**config.mk**
```make
export PLATFORM = sky130hd
export DESIGN_NAME = cd_debounce_top
export DESIGN_NICKNAME = d
export VERILOG_FILES = /design/src/rtl/cd_pkg.sv /design/src/rtl/cd_sync_edge.sv /design/src/rtl/cd_stab_timer.sv /design/src/rtl/cd_event_gen.sv /design/src/rtl/cd_irq_flag.sv /design/src/rtl/cd_debounce_top.sv
export SDC_FILE = /design/constraint.sdc
export NUM_CORES = 1
export LEC_CHECK = 0
export CAP_MARGIN = 25
export CORE_UTILIZATION = 40
export DETAILED_ROUTE_END_ITERATION = 10
export SYNTH_ARGS = -nofsm -noshare
export SYNTH_HDL_FRONTEND = slang
export SYNTH_SLANG_ARGS = --single-unit
```
**constraint.sdc**
```tcl
create_clock -name clk -period 2.1 [get_ports clk]
set_input_delay 0.21 -clock clk [delete_from_list [all_inputs] [get_ports clk]]
set_output_delay 0.21 -clock clk [all_outputs]
set_load 0.03 [all_outputs]
```
**src/rtl/cd_pkg.sv**
```systemverilog
package cd_pkg;
  typedef enum logic [1:0] {
    CD_EV_NONE   = 2'd0,
    CD_EV_INSERT = 2'd1,
    CD_EV_REMOVE = 2'd2
  } cd_evt_e;
endpackage

```
**src/rtl/cd_sync_edge.sv**
```systemverilog
module cd_sync_edge #(
  parameter int unsigned SYNC_STAGES = 2
) (
  input  logic clk,
  input  logic rst,
  input  logic raw_in,
  output logic level_o,
  output logic edge_o
);
  logic [SYNC_STAGES-1:0] chain_q;
  logic                   prev_q;

  generate
    for (genvar g = 0; g < SYNC_STAGES; g++) begin : g_stage
      if (g == 0) begin : g_first
        always_ff @(posedge clk) begin
          if (rst) chain_q[g] <= 1'b1;
          else     chain_q[g] <= raw_in;
        end
      end else begin : g_rest
        always_ff @(posedge clk) begin
          if (rst) chain_q[g] <= 1'b1;
          else     chain_q[g] <= chain_q[g-1];
        end
      end
    end
  endgenerate

  always_ff @(posedge clk) begin
    if (rst) prev_q <= 1'b1;
    else     prev_q <= chain_q[SYNC_STAGES-1];
  end

  assign level_o = chain_q[SYNC_STAGES-1];
  assign edge_o  = chain_q[SYNC_STAGES-1] ^ prev_q;
endmodule

```
**src/rtl/cd_stab_timer.sv**
```systemverilog
module cd_stab_timer #(
  parameter int unsigned STABLE_CYCLES = 40
) (
  input  logic clk,
  input  logic rst,
  input  logic restart,
  output logic expire_o
);
  localparam int unsigned CW = $clog2(STABLE_CYCLES + 1);
  localparam logic [CW-1:0] LAST = CW'(STABLE_CYCLES - 1);

  logic [CW-1:0] cnt_q;
  logic          armed_q;

  always_ff @(posedge clk) begin
    if (rst) begin
      cnt_q    <= '0;
      armed_q  <= 1'b1;
      expire_o <= 1'b0;
    end else begin
      expire_o <= 1'b0;
      if (restart) begin
        cnt_q   <= '0;
        armed_q <= 1'b1;
      end else if (armed_q) begin
        if (cnt_q == LAST) begin
          armed_q  <= 1'b0;
          expire_o <= 1'b1;
        end else begin
          cnt_q <= cnt_q + 1'b1;
        end
      end
    end
  end

  AST_CNT_RANGE: assert property (@(posedge clk) disable iff (rst)
    armed_q |-> (cnt_q <= LAST));
  AST_RESTART_CLEARS: assert property (@(posedge clk) disable iff (rst)
    restart |=> (cnt_q == '0 && armed_q && !expire_o));
endmodule

```
**src/rtl/cd_event_gen.sv**
```systemverilog
module cd_event_gen
  import cd_pkg::*;
(
  input  logic clk,
  input  logic rst,
  input  logic expire,
  input  logic level_n,
  output logic present_o,
  output logic ins_o,
  output logic rem_o
);
  cd_evt_e evt_q;
  logic    seen_present;

  assign seen_present = ~level_n;

  always_ff @(posedge clk) begin
    if (rst) begin
      present_o <= 1'b0;
      evt_q     <= CD_EV_NONE;
    end else begin
      evt_q <= CD_EV_NONE;
      if (expire && (seen_present != present_o)) begin
        present_o <= seen_present;
        evt_q     <= seen_present ? CD_EV_INSERT : CD_EV_REMOVE;
      end
    end
  end

  assign ins_o = (evt_q == CD_EV_INSERT);
  assign rem_o = (evt_q == CD_EV_REMOVE);

  AST_INS_SETS_PRESENT: assert property (@(posedge clk) disable iff (rst)
    ins_o |-> present_o);
  AST_REM_CLEARS_PRESENT: assert property (@(posedge clk) disable iff (rst)
    rem_o |-> !present_o);
  AST_PRESENT_HELD: assert property (@(posedge clk) disable iff (rst)
    !expire |=> $stable(present_o));
  AST_EVT_EXCL: assert property (@(posedge clk) disable iff (rst)
    $onehot0({ins_o, rem_o}));
  AST_INS_ONE_CYCLE: assert property (@(posedge clk) disable iff (rst)
    ins_o |=> !ins_o);
endmodule

```
**src/rtl/cd_irq_flag.sv**
```systemverilog
module cd_irq_flag (
  input  logic clk,
  input  logic rst,
  input  logic set,
  input  logic clr,
  input  logic en,
  output logic irq_o
);
  logic flag_q;
  logic flag_d;

  always_comb begin
    flag_d = flag_q;
    if (clr) flag_d = 1'b0;
    if (set) flag_d = 1'b1;
  end

  always_ff @(posedge clk) begin
    if (rst) begin
      flag_q <= 1'b0;
      irq_o  <= 1'b0;
    end else begin
      flag_q <= flag_d;
      irq_o  <= flag_d & en;
    end
  end

  AST_FLAG_STICKY: assert property (@(posedge clk) disable iff (rst)
    (flag_q && !clr) |=> flag_q);
  AST_SET_WINS: assert property (@(posedge clk) disable iff (rst)
    set |=> flag_q);
  AST_IRQ_MASK: assert property (@(posedge clk) disable iff (rst)
    !en |=> !irq_o);
endmodule

```
**src/rtl/cd_debounce_top.sv**
```systemverilog
module cd_debounce_top #(
  parameter int unsigned CLK_HZ        = 250_000_000,
  parameter int unsigned WINDOW_MS     = 300,
  parameter int unsigned STABLE_CYCLES = CLK_HZ / 1000 * WINDOW_MS,
  parameter int unsigned SYNC_STAGES   = 2
) (
  input  logic clk,
  input  logic rst,
  input  logic card_det_n,
  input  logic irq_en,
  input  logic irq_clr,
  output logic card_present,
  output logic insert_pulse,
  output logic remove_pulse,
  output logic irq
);
  logic sync_level;
  logic sync_edge;
  logic expire;

  cd_sync_edge #(.SYNC_STAGES(SYNC_STAGES)) u_sync (
    .clk     (clk),
    .rst     (rst),
    .raw_in  (card_det_n),
    .level_o (sync_level),
    .edge_o  (sync_edge)
  );

  cd_stab_timer #(.STABLE_CYCLES(STABLE_CYCLES)) u_timer (
    .clk      (clk),
    .rst      (rst),
    .restart  (sync_edge),
    .expire_o (expire)
  );

  cd_event_gen u_event (
    .clk       (clk),
    .rst       (rst),
    .expire    (expire),
    .level_n   (sync_level),
    .present_o (card_present),
    .ins_o     (insert_pulse),
    .rem_o     (remove_pulse)
  );

  cd_irq_flag u_irq (
    .clk   (clk),
    .rst   (rst),
    .set   (sync_edge),
    .clr   (irq_clr),
    .en    (irq_en),
    .irq_o (irq)
  );

  AST_EVT_NEEDS_EXPIRY: assert property (@(posedge clk) disable iff (rst)
    (insert_pulse || remove_pulse) |-> $past(expire));
endmodule

```
== Yosys cells after proc, flatten, opt, wreduce, memory -nomap -nowiden ==
Cells that the tools add are included.

* Register bits after elaboration: 37
* Output and inout port bits: 4
* Input port bits: 5
* Word-level logic and storage cells: 32

* Eq/ne operators: 4
* Add/sub/neg operators: 1
* Bitwise operators: 6
* Reduce and logical (&&, ||, !) cells: 5
* Muxes and demuxes: 6

{| class="wikitable"
|+ Operators by type and width
! kind !! count
|-
| adder 27 x 1 -> 27 bit (second input constant) || 1
|-
| == test 27 bit (second input constant) || 1
|-
| 2-to-1 mux 1 bit || 5
|-
| inverter 1 bit || 4
|-
| OR reduction 2 bit || 2
|-
| OR reduction 3 bit || 1
|-
| == test 2 x 1 -> 1 bit (second input constant) || 1
|-
| == test 2 bit (second input constant) || 1
|-
| 2-to-1 mux 2 bit || 1
|-
| AND reduction 2 bit || 1
|-
| AND 1 bit || 1
|-
| logical AND 1 bit || 1
|-
| != test 1 bit || 1
|-
| bitwise XOR 1 bit || 1
|}

== Depth between registers and ports, before layout ==
Gate-level depths: netlist of the first run.

* Depth after elaboration: 5
* Gate-level depth with buffers: 8
* Depth with buffers taken out: 6

== Cells and area by module ==
Synthesis of the first run repeated with hierarchy kept, for this count alone.

* Cell total of the unflattened synthesis: 191
* Area, all modules: 1720.4 um^2

{| class="wikitable"
|+ By module, submodules not included
! module !! area each (um^2) !! seq. area each (um^2) !! instances !! cells an instance
|-
| cd_stab_timer || 1445.1 || 580.6 || 1 || 168
|-
| cd_event_gen || 113.9 || 60.1 || 1 || 9
|-
| cd_sync_edge || 87.6 || 60.1 || 1 || 7
|-
| cd_irq_flag || 73.8 || 40.0 || 1 || 7
|}

== Worst setup path before layout of the first run ==
OpenSTA, ideal clock, no wires.

* Path type: reg2reg
* Start point: register u_timer.cnt_q[0]
* End point: register u_timer.cnt_q[12]
* Arrival: 1.843 ns
* Cell stages (with the launch flop): 9
* Path buffers: 2
* Clock period less this slack: 1.902 ns
* Slack: 0.198 ns
* Library setup time: 0.059 ns
* Required time: 2.041 ns
* Cells stage by stage: dfxtp_1 -> ha_1 -> nor4b_1 -> and4_1 -> buf_6 -> a21bo_4 -> buf_6 -> or4_1 -> nand2_1

* Longest elaborated chain between the ends: 3
* Elaborated cells between the ends (all ways): 4
* Those cells by class: add/sub: 1; eq/ne: 1; bitwise: 1; reduce/logical: 1

{| class="wikitable"
|+ Ends and longest elaborated chain
! element !! line !! text
|-
| from (decl) || cd_stab_timer.sv:12 || <nowiki>logic [CW-1:0] cnt_q;</nowiki>
|-
| from (signal assigned) || cd_stab_timer.sv:30 || <nowiki>cnt_q <= cnt_q + 1'b1;</nowiki>
|-
| parallel branches: the longest is 3 deep, another holds adder 27 x 1 -> 27 bit || -- ||
|}

Parallel ways; which one is timed is not known.
A chain may end at the register's enable or synchronous reset.

== Final worst setup path of the first run ==
* Start point: register u_timer.cnt_q[0]
* End point: register u_timer.cnt_q[16]

The elaborated chain is that of the path after synthesis.

==> results of run 1 <==
-- registers in the layout, indices dropped and copies added, names as in the netlist --
name / count
u_irq.irq_o: 1
u_timer.cnt_q: 27
u_irq.flag_q: 1
u_timer.expire_o: 1
u_sync.level_o: 1
u_timer.armed_q: 1
u_sync.prev_q: 1
u_sync.chain_q: 1
u_event.present_o: 1
u_event.evt_q: 2
-- worst max path at each step --
stage	slack [ps]	startpoint	to
2_1_floorplan	200	u_timer.cnt_q[0]	u_timer.cnt_q[12]
3_3_place_gp	160	u_timer.cnt_q[0]	u_timer.cnt_q[16]
3_5_place_dp	110	u_timer.cnt_q[0]	u_timer.cnt_q[16]
4_1_cts	80	u_timer.cnt_q[0]	u_timer.cnt_q[16]
5_1_grt	-0.2	u_timer.cnt_q[0]	u_timer.cnt_q[16]
6_report	80	u_timer.cnt_q[0]	u_timer.cnt_q[16]
-- layout make-up --
type | instances | area [um^2]
inverters | 4 | 15.0
multi-input cells | 144 | 915
fillers | 394 | 2160
well taps | 50 | 62.6
repair buffers | 11 | 103
flip-flops and latches | 37 | 741
clock buffers | 7 | 86.3
-- worst max-delay path, stage by stage (launching register included) --
cell and delay [ps]:
dfxtp_1 360, ha_1 260, nor4b_1 150, and4_2 280, a21bo_4 280, or4_1 480
a21oi_1 150
-- per-stage QoR --
stage	total power (W)	hold slack, ps	utilization, %	setup TNS, ps
after global routing	0.00132	450	47.0	-0.226
after detailed placement	0.000782	395	44.9	0
after floorplan	0.000763	287	-	0
after global placement	0.000780	394	44.9	0
after CTS	0.00128	412	47.0	0
final	0.00126	411	47.0	0
-- power groups by stage --
stage	combinational [W]	sequential, W	clock [W]
floorplan	0.0000291	0.000734	0
global placement	0.0000463	0.000734	0
detailed placement	0.0000474	0.000735	0
CTS	0.0000479	0.000718	0.000512
global route	0.0000539	0.000720	0.000546
finish	0.0000474	0.000719	0.000498
-- logic make-up (layout without fill, tap and decap cells) --
group	Yosys count	after routing	share of synthesized area, %
simple gates	101	101	33.2
flops	37	37	42.9
compound gates	24	24	9.85
xor+xnor	18	18	9.13
buf+inv	13	22	4.20
fa+ha+maj	1	1	0.725
-- placed cells by master, fill, tap and decap left out, types with 7 or more instances in the layout --
master           synthesis  final
dfxtp_1                 37     37
nand2_1                 20     20
nor2_1                  20     20
xnor2_1                 17     17
nand3_1                 10     10
a21oi_1                  9      9
clkdlybuf4s50_1          0      8
nor3_1                   7      7
-- layer usage --
metal	GRT usage (%)	vias up	part of all wire (%)
met5	0	-	0
met4	8.24	0	2.0
met3	5.07	8	5.3
met2	27.4	40	46
met1	22.3	672	47
li1	-	708	-
-- what timing repair did --
action,4_1_cts,5_1_grt
setup buffers,0,0
hold endpoints to repair,0,0
gates resized for setup,0,2
setup endpoints to repair,0,3
==> reports/results.ini, run 1 <==
[worst_hold_path]
min_path_cells = 1
hold_path.startpoint = u_sync.chain_q[0]
hold_path.class = flip-flop to flip-flop
worst_hold_path.endpoint = u_sync.level_o

[place]
place_inst = 246
pre_cts_ws_ps = 114
placed_cell_area_um2 = 1830
numPortBuffers = 8
gp_congestion = 0.873
hpwl_um = 2500

[worst_setup_path]
cp-start-kind = flip-flop
crit_arrival_ps = 2240
path_class = flip-flop to flip-flop
worstRegToRegCells = 6
r2r-end = u_timer.cnt_q[16]
crit_path_end_kind = flip-flop
required_ps = 2320
rr_startpoint = u_timer.cnt_q[0]
r2r_slack_ps = 80
path_max_fanout = 14

[detailed_routing]
vias = 1428
drt_wl_total_um = 3500
first_pass_iters = 4
ant_nets = 0
viasPerCell = 5.64
drt-initial-drc-count = 65
wl_per_cell_um = 13.8
drcViolationCount = 0

[clocking]
clk_latency_ps = 290
cts_root_buf = clkbuf_8
cts_tree = yes
hold_buffers = 0
clockBufferDepth = 2
clkTransAtPathRegs_ps = 70
cts.sinks = 37
numCtsBuffers = 5
cts_htree_levels = 2

[final_layout]
stdcell_count = 253
drive_above_1_share_pct = 11.3
syn_to_final_growth_pct = 11.3
nets = 209
final_area_um2 = 1920
num_antenna_cells = 0

[floorplanning]
coreArea_um2 = 4090
die_y_um = 67.7
io_pins = 9
die_x_um = 67.7
start_util_pct = 42.3
dieArea_um2 = 4580
rows = 23

[synth]
ys_top_cells_by_area = dfxtp_1 (43%), xnor2_1 (8.6%), nand2_1 (4.3%)
yosysWarnings = 0
ys_top_cells_by_count = dfxtp_1 (37), nand2_1 (20), nor2_1 (20), xnor2_1 (17), nand3_1 (10)
ys_seq_area_share_pct = 42.9
ys_types = 40
avgSynthCellArea_um2 = 8.90
async_reset_ff_share_pct = 0
synth_ff_type = dfxtp_1
synth.most_common_cell = dfxtp_1
syn_nets = 200
ys_seq_elements = 37
yosysTopAreaCellShare_pct = 42.9
syn_area_um2 = 1730
yosys.area.top_type = dfxtp_1
synth-edff-count = 0
synth_cells = 194

[global_routing]
grt_start_max_net_pins = 23
grt_pass1_vias = 1303
overflow = 0
grt_util_all_layers_pct = 17.7
grt_pass1_wl_um = 5950
grt_antenna_before_repair = 0

[power_and_ir_drop]
clkPwrFrac_pct = 39.4
p_switching_w = 0.000272
pwr-share-comb_pct = 3.8
p_int_w = 0.000992
power_leakage_nw = 0.604
swShare_pct = 21.6
pwr-share-seq_pct = 56.9
peakVddDrop_mv = 0.292
powerDensity_nw_per_um2 = 658

[sta]
report.final.slew_viol_count = 0
tightest_slew_ps = 536
fin_crit_sh_pct = 96.1
final_hold_viol_count = 0
timing.fmax_mhz = 495
relSlewSlack_pct = 63.3
fin_crit_ps = 2020
finalWorstSetupSlack_ps = 81.3
setup_violations = 0
finClkSkew_ps = 4.32

[run]
maxCapViolCount = 0

[run_status]
outcome = finished clean

(Power assumes the default switching activity.)
==> run 2: changes to the inputs <==
--- a/config.mk
+++ b/config.mk
@@ -6,8 +6,10 @@
 export NUM_CORES = 1
 export LEC_CHECK = 0
 export CAP_MARGIN = 25
+export CORE_ASPECT_RATIO = 1.75
 export CORE_UTILIZATION = 40
 export DETAILED_ROUTE_END_ITERATION = 10
 export SYNTH_ARGS = -nofsm -noshare
 export SYNTH_HDL_FRONTEND = slang
 export SYNTH_SLANG_ARGS = --single-unit
+export TNS_END_PERCENT = 30
==> reports/results.ini, run 2 (synthesized netlist as in run 1, its figures left out) <==
[run_status]
outcome = finished clean

[global_routing]
grt_antenna_before_repair = 0
grt_pass1_vias = 1445
overflow = 0
grt_start_max_net_pins = 18
grt_util_all_layers_pct = 19.8
grt_pass1_wl_um = 6620

[final_layout]
num_antenna_cells = 0
top_regs = u_timer.cnt_q: 27 flops, u_event.evt_q: 2 flops
nFillCells = 421
seqCellArea_um2 = 741
drive_above_1_share_pct = 13.5
largest-register = u_timer.cnt_q
largest_reg_flops = 27
syn_to_final_growth_pct = 13.5
nets = 214
layout_commonest_cell = dfxtp_1
final_cell_mix = dfxtp_1 (37), nand2_1 (20), nor2_1 (20), xnor2_1 (17), nand3_1 (10)
utilization_pct = 47.2
multi_input_area_um2 = 916

[run]
maxCapViolCount = 0

[floorplanning]
start_util_pct = 41.6
coreArea_um2 = 4150
io_pins = 9
die_x_um = 51.7
rows = 31
dieArea_um2 = 4590
die_y_um = 88.9

[clocking]
cts_htree_levels = 2
numCtsBuffers = 5
cts_setup_buffers = 0
cts.sinks = 37
clkTransAtPathRegs_ps = 70
cts_tree = yes
clockBufferDepth = 2
cts_root_buf = clkbuf_8
clk_latency_ps = 290

[sta]
timing.fmax_mhz = 511
relSlewSlack_pct = 64.0
final_hold_viol_count = 0
setup_tns_ps = 0
finClkSkew_ps = 6.31
fin_crit_ps = 1960
report.final.slew_viol_count = 0
fin_crit_sh_pct = 93.2
setup_violations = 0
rsz0062_at_grt = no
tightest_slew_ps = 526

[worst_setup_path]
cp_top_family = simple AND/OR/NAND/NOR gates
required_ps = 2320
crit_path_end_kind = flip-flop
path_max_fanout = 8
r2r_slack_ps = 140
crit_arrival_ps = 2180
r2r-end = u_timer.cnt_q[8]
critPathBufInv = 1
path_cells = ha_1, nor4b_1, and4_4, a21boi_0, buf_4, a21o_1, a21oi_1
critPathMaxStageDelay_ps = 420
cp-start-kind = flip-flop
rr_startpoint = u_timer.cnt_q[0]
worstRegToRegCells = 7
cp_slowest_cell = dfxtp_1
path_class = flip-flop to flip-flop

[place]
hpwl_um = 3010
numPortBuffers = 8
gp_congestion = 0.856

[detailed_routing]
drcViolationCount = 0
ant_nets = 0
viasPerCell = 5.71
drt_wl_total_um = 3950
first_pass_iters = 4
wl_per_cell_um = 15.4
drt-initial-drc-count = 27
vias = 1468

[worst_hold_path]
min_path_cells = 1
hold_path.class = flip-flop to flip-flop
hold_path.startpoint = u_sync.chain_q[0]
worst_hold_path.endpoint = u_sync.level_o

[power_and_ir_drop]
powerDensity_nw_per_um2 = 644
power_leakage_nw = 0.628
peakVddDrop_mv = 0.361

## run 2: changes by cell type in the layout (fill, tap and decap cells not counted)
cell / change
a21boi_0: +1
a21boi_1: -1
and4_2: -1
and4_4: +1
buf_4: +5
## run 2: area by class of cell
| cell class | count | area share [%] |
|---|---|---|
| clock buffers | 7 | 4.41 |
| inverters | 4 | 0.766 |
| multi-input cells | 144 | 46.7 |
| flip-flops and latches | 37 | 37.8 |
| well taps | 49 | 3.13 |
| repair buffers | 16 | 7.15 |
## run 2: routing by layer
layer / vias to the layer above / track usage (%) / share of wire, %
met5: - / 0 / 0
met4: 0 / 11.3 / 4.5
met3: 14 / 4.08 / 2.8
met2: 26 / 36.4 / 55
met1: 710 / 20.0 / 38
li1: 718 / - / -
## run 2: how the worst max path moves through the flow
stage | start | end | slack, ps | cells past startpoint
after floorplan | u_timer.cnt_q[0] | u_timer.cnt_q[12] | 200 | 8
after CTS | u_timer.cnt_q[0] | u_timer.cnt_q[8] | 40 | 7
after global placement | u_timer.cnt_q[0] | u_timer.cnt_q[16] | 140 | 6
final | u_timer.cnt_q[0] | u_timer.cnt_q[8] | 140 | 7
after detailed placement | u_timer.cnt_q[0] | u_timer.cnt_q[8] | 70 | 7
after global routing | u_timer.cnt_q[0] | u_timer.cnt_q[0] | 40 | 7
## run 2: worst reg2reg max path: cells and delay by family (launching register included)
kind,cells,cell delay (ps)
buffers and inverters,1,190
and+or+nand+nor,2,570
AOI/OAI and AO/OA,3,470
DFF,1,420
adders and majority gates,1,240
## run 2: report_power, final
part | switching (W) | internal [W] | total (W)
Clock | 0.000232 | 0.000260 | 0.000493
Sequential | 0.00000728 | 0.000710 | 0.000718
Combinational | 0.0000284 | 0.0000235 | 0.0000519
## run 2: through the flow
step	instances	cell area, um^2	worst slack, ps	power, W	hold slack (ps)
after global routing	257	1960	36.5	0.00131	458
after detailed placement	250	1870	70.8	0.000786	411
after floorplan	194	1730	198	0.000763	287
after global placement	250	1870	139	0.000784	401
final	257	1960	143	0.00126	425
after CTS	257	1960	44.1	0.00128	430
## run 2: timing repair
item	CTS	global route
setup endpoints to repair	0	5
hold buffers	0	0
resized for setup	0	2
==> run 3: changes to the inputs <==
--- a/config.mk
+++ b/config.mk
@@ -9,6 +9,7 @@
 export CORE_ASPECT_RATIO = 1.75
 export CORE_UTILIZATION = 40
 export DETAILED_ROUTE_END_ITERATION = 10
+export PLACE_DENSITY = 0.68
 export SYNTH_ARGS = -nofsm -noshare
 export SYNTH_HDL_FRONTEND = slang
 export SYNTH_SLANG_ARGS = --single-unit
==> reports/results.ini, run 3 (synthesized netlist as in run 1, its figures left out) <==
[global_routing]
grt_antenna_before_repair = 0
grt_util_all_layers_pct = 18.0
grt_start_max_net_pins = 15
overflow = 0
grt_pass1_vias = 1328
grt_pass1_wl_um = 6050

[floorplanning]
dieArea_um2 = 4590
io_pins = 9
die_x_um = 51.7
rows = 31
die_y_um = 88.9
coreArea_um2 = 4150
start_util_pct = 41.6

[sta]
final_hold_viol_count = 0
setup_tns_ps = 0
tightest_slew_ps = 611
rsz0062_at_grt = no
timing.fmax_mhz = 519
finClkSkew_ps = 4.61
report.final.slew_viol_count = 0
setup_violations = 0
relSlewSlack_pct = 58.9
fin_crit_sh_pct = 91.8
fin_crit_ps = 1930
whs_ps = 414

[worst_setup_path]
crit_arrival_ps = 2150
cp-start-kind = flip-flop
path_cells = ha_1, nor4b_1, and4_4, a21bo_4, or4_1, a21oi_1
critPathBufInv = 0
path_class = flip-flop to flip-flop
cp_slowest_cell = or4_1
cp_top_family = simple AND/OR/NAND/NOR gates
path_max_fanout = 14
crit_path_end_kind = flip-flop
required_ps = 2330
critPathMaxStageDelay_ps = 470

[clocking]
clkTransAtPathRegs_ps = 70
cts_root_buf = clkbuf_8
cts_tree = yes
numCtsBuffers = 5
clk_latency_ps = 290
cts.sinks = 37
cts_htree_levels = 2
clockBufferDepth = 2
cts_setup_buffers = 0

[detailed_routing]
drt-initial-drc-count = 47
drt-met1-wl_um = 1470
wl_per_cell_um = 14.2
vias = 1432
wl_met3_um = 141
drcViolationCount = 0
viasPerCell = 5.62
top_layer = met4
ant_nets = 0
wl_met2_um = 1840
drt_wl_total_um = 3630
first_pass_iters = 4

[place]
placed_cell_area_um2 = 1850
gp_congestion = 0.887
numPortBuffers = 8
hpwl_um = 2650

[final_layout]
syn_to_final_growth_pct = 12.3
drive_above_1_share_pct = 13.1
nFillCells = 405
top_regs = u_timer.cnt_q: 27 flops, u_event.evt_q: 2 flops
nets = 211
final_cell_mix = dfxtp_1 (37), nand2_1 (20), nor2_1 (20), xnor2_1 (17), nand3_1 (10)
num_antenna_cells = 0
largest_reg_flops = 27
layout_commonest_cell = dfxtp_1
final_area_um2 = 1940
largest-register = u_timer.cnt_q

[power_and_ir_drop]
peakVddDrop_mv = 0.524
powerDensity_nw_per_um2 = 640
power_leakage_nw = 0.615

[worst_hold_path]
hold_path.class = flip-flop to flip-flop

[run]
maxCapViolCount = 0

[run_status]
outcome = finished clean

## run 3: cell count changes in the layout (fill, tap and decap cells not counted)
| cell | before | now |
|---|---|---|
| a2111oi_2 | 0 | 1 |
| clkinv_2 | 0 | 2 |
| buf_4 | 8 | 5 |
| a2111oi_0 | 1 | 0 |
| clkbuf_8 | 6 | 5 |
## run 3: per-layer routing
metal / vias to the layer above / track usage (%)
li1: 716 / -
met1: 656 / 19.1
met2: 45 / 31.1
met3: 15 / 3.74
met4: 0 / 12.5
met5: - / 0
## run 3: worst paths after layout
kind                                        start           endpoint  slack (ps)  depth (start not counted)
worst max register to register   u_timer.cnt_q[0]  u_timer.cnt_q[16]         170                          6
worst min register to register  u_sync.chain_q[0]     u_sync.level_o         410                          1
worst min-delay path            u_sync.chain_q[0]     u_sync.level_o         410                          1
worst max-delay path             u_timer.cnt_q[0]  u_timer.cnt_q[16]         170                          6
## run 3: per-stage QoR
step	utilization (%)	power (W)	worst slack (ps)	cells
floorplan	-	0.000763	198	194
global placement	44.5	0.000783	45.7	247
detailed placement	44.5	0.000785	-35.6	247
CTS	46.5	0.00126	61.8	255
global route	46.7	0.00130	25.1	255
finish	46.7	0.00124	172	255
## run 3: what timing repair did
| item | 4_1_cts | 5_1_grt |
|---|---|---|
| pin swaps | 0 | 0 |
| hold buffers | 0 | 0 |
| endpoints found under the setup margin | 1 | 6 |
| resized for setup | 1 | 3 |
## run 3: power by group
group          internal [W]  switching (W)  leakage [nW]
Combinational     0.0000226      0.0000279         0.271
Sequential         0.000710     0.00000814         0.299
Clock              0.000230       0.000243        0.0450
## run 3: cell type report
| type | instances | area [um^2] | area share, % |
|---|---|---|---|
| Multi-Input combinational cell | 144 | 922 | 47.5 |
| Clock buffer | 6 | 72.6 | 3.74 |
| Inverter | 4 | 15.0 | 0.774 |
| Timing Repair Buffer | 13 | 118 | 6.06 |
| Clock inverter | 2 | 10.0 | 0.516 |
| Tap cell | 49 | 61.3 | 3.16 |
| Sequential cell | 37 | 741 | 38.2 |
## run 3: worst register-to-register path: cells and delay by family (launching register included)
family	cells	cell delay, ps
compound gates	2	420
simple gates	3	830
flops	1	350
fa+ha+maj	1	250
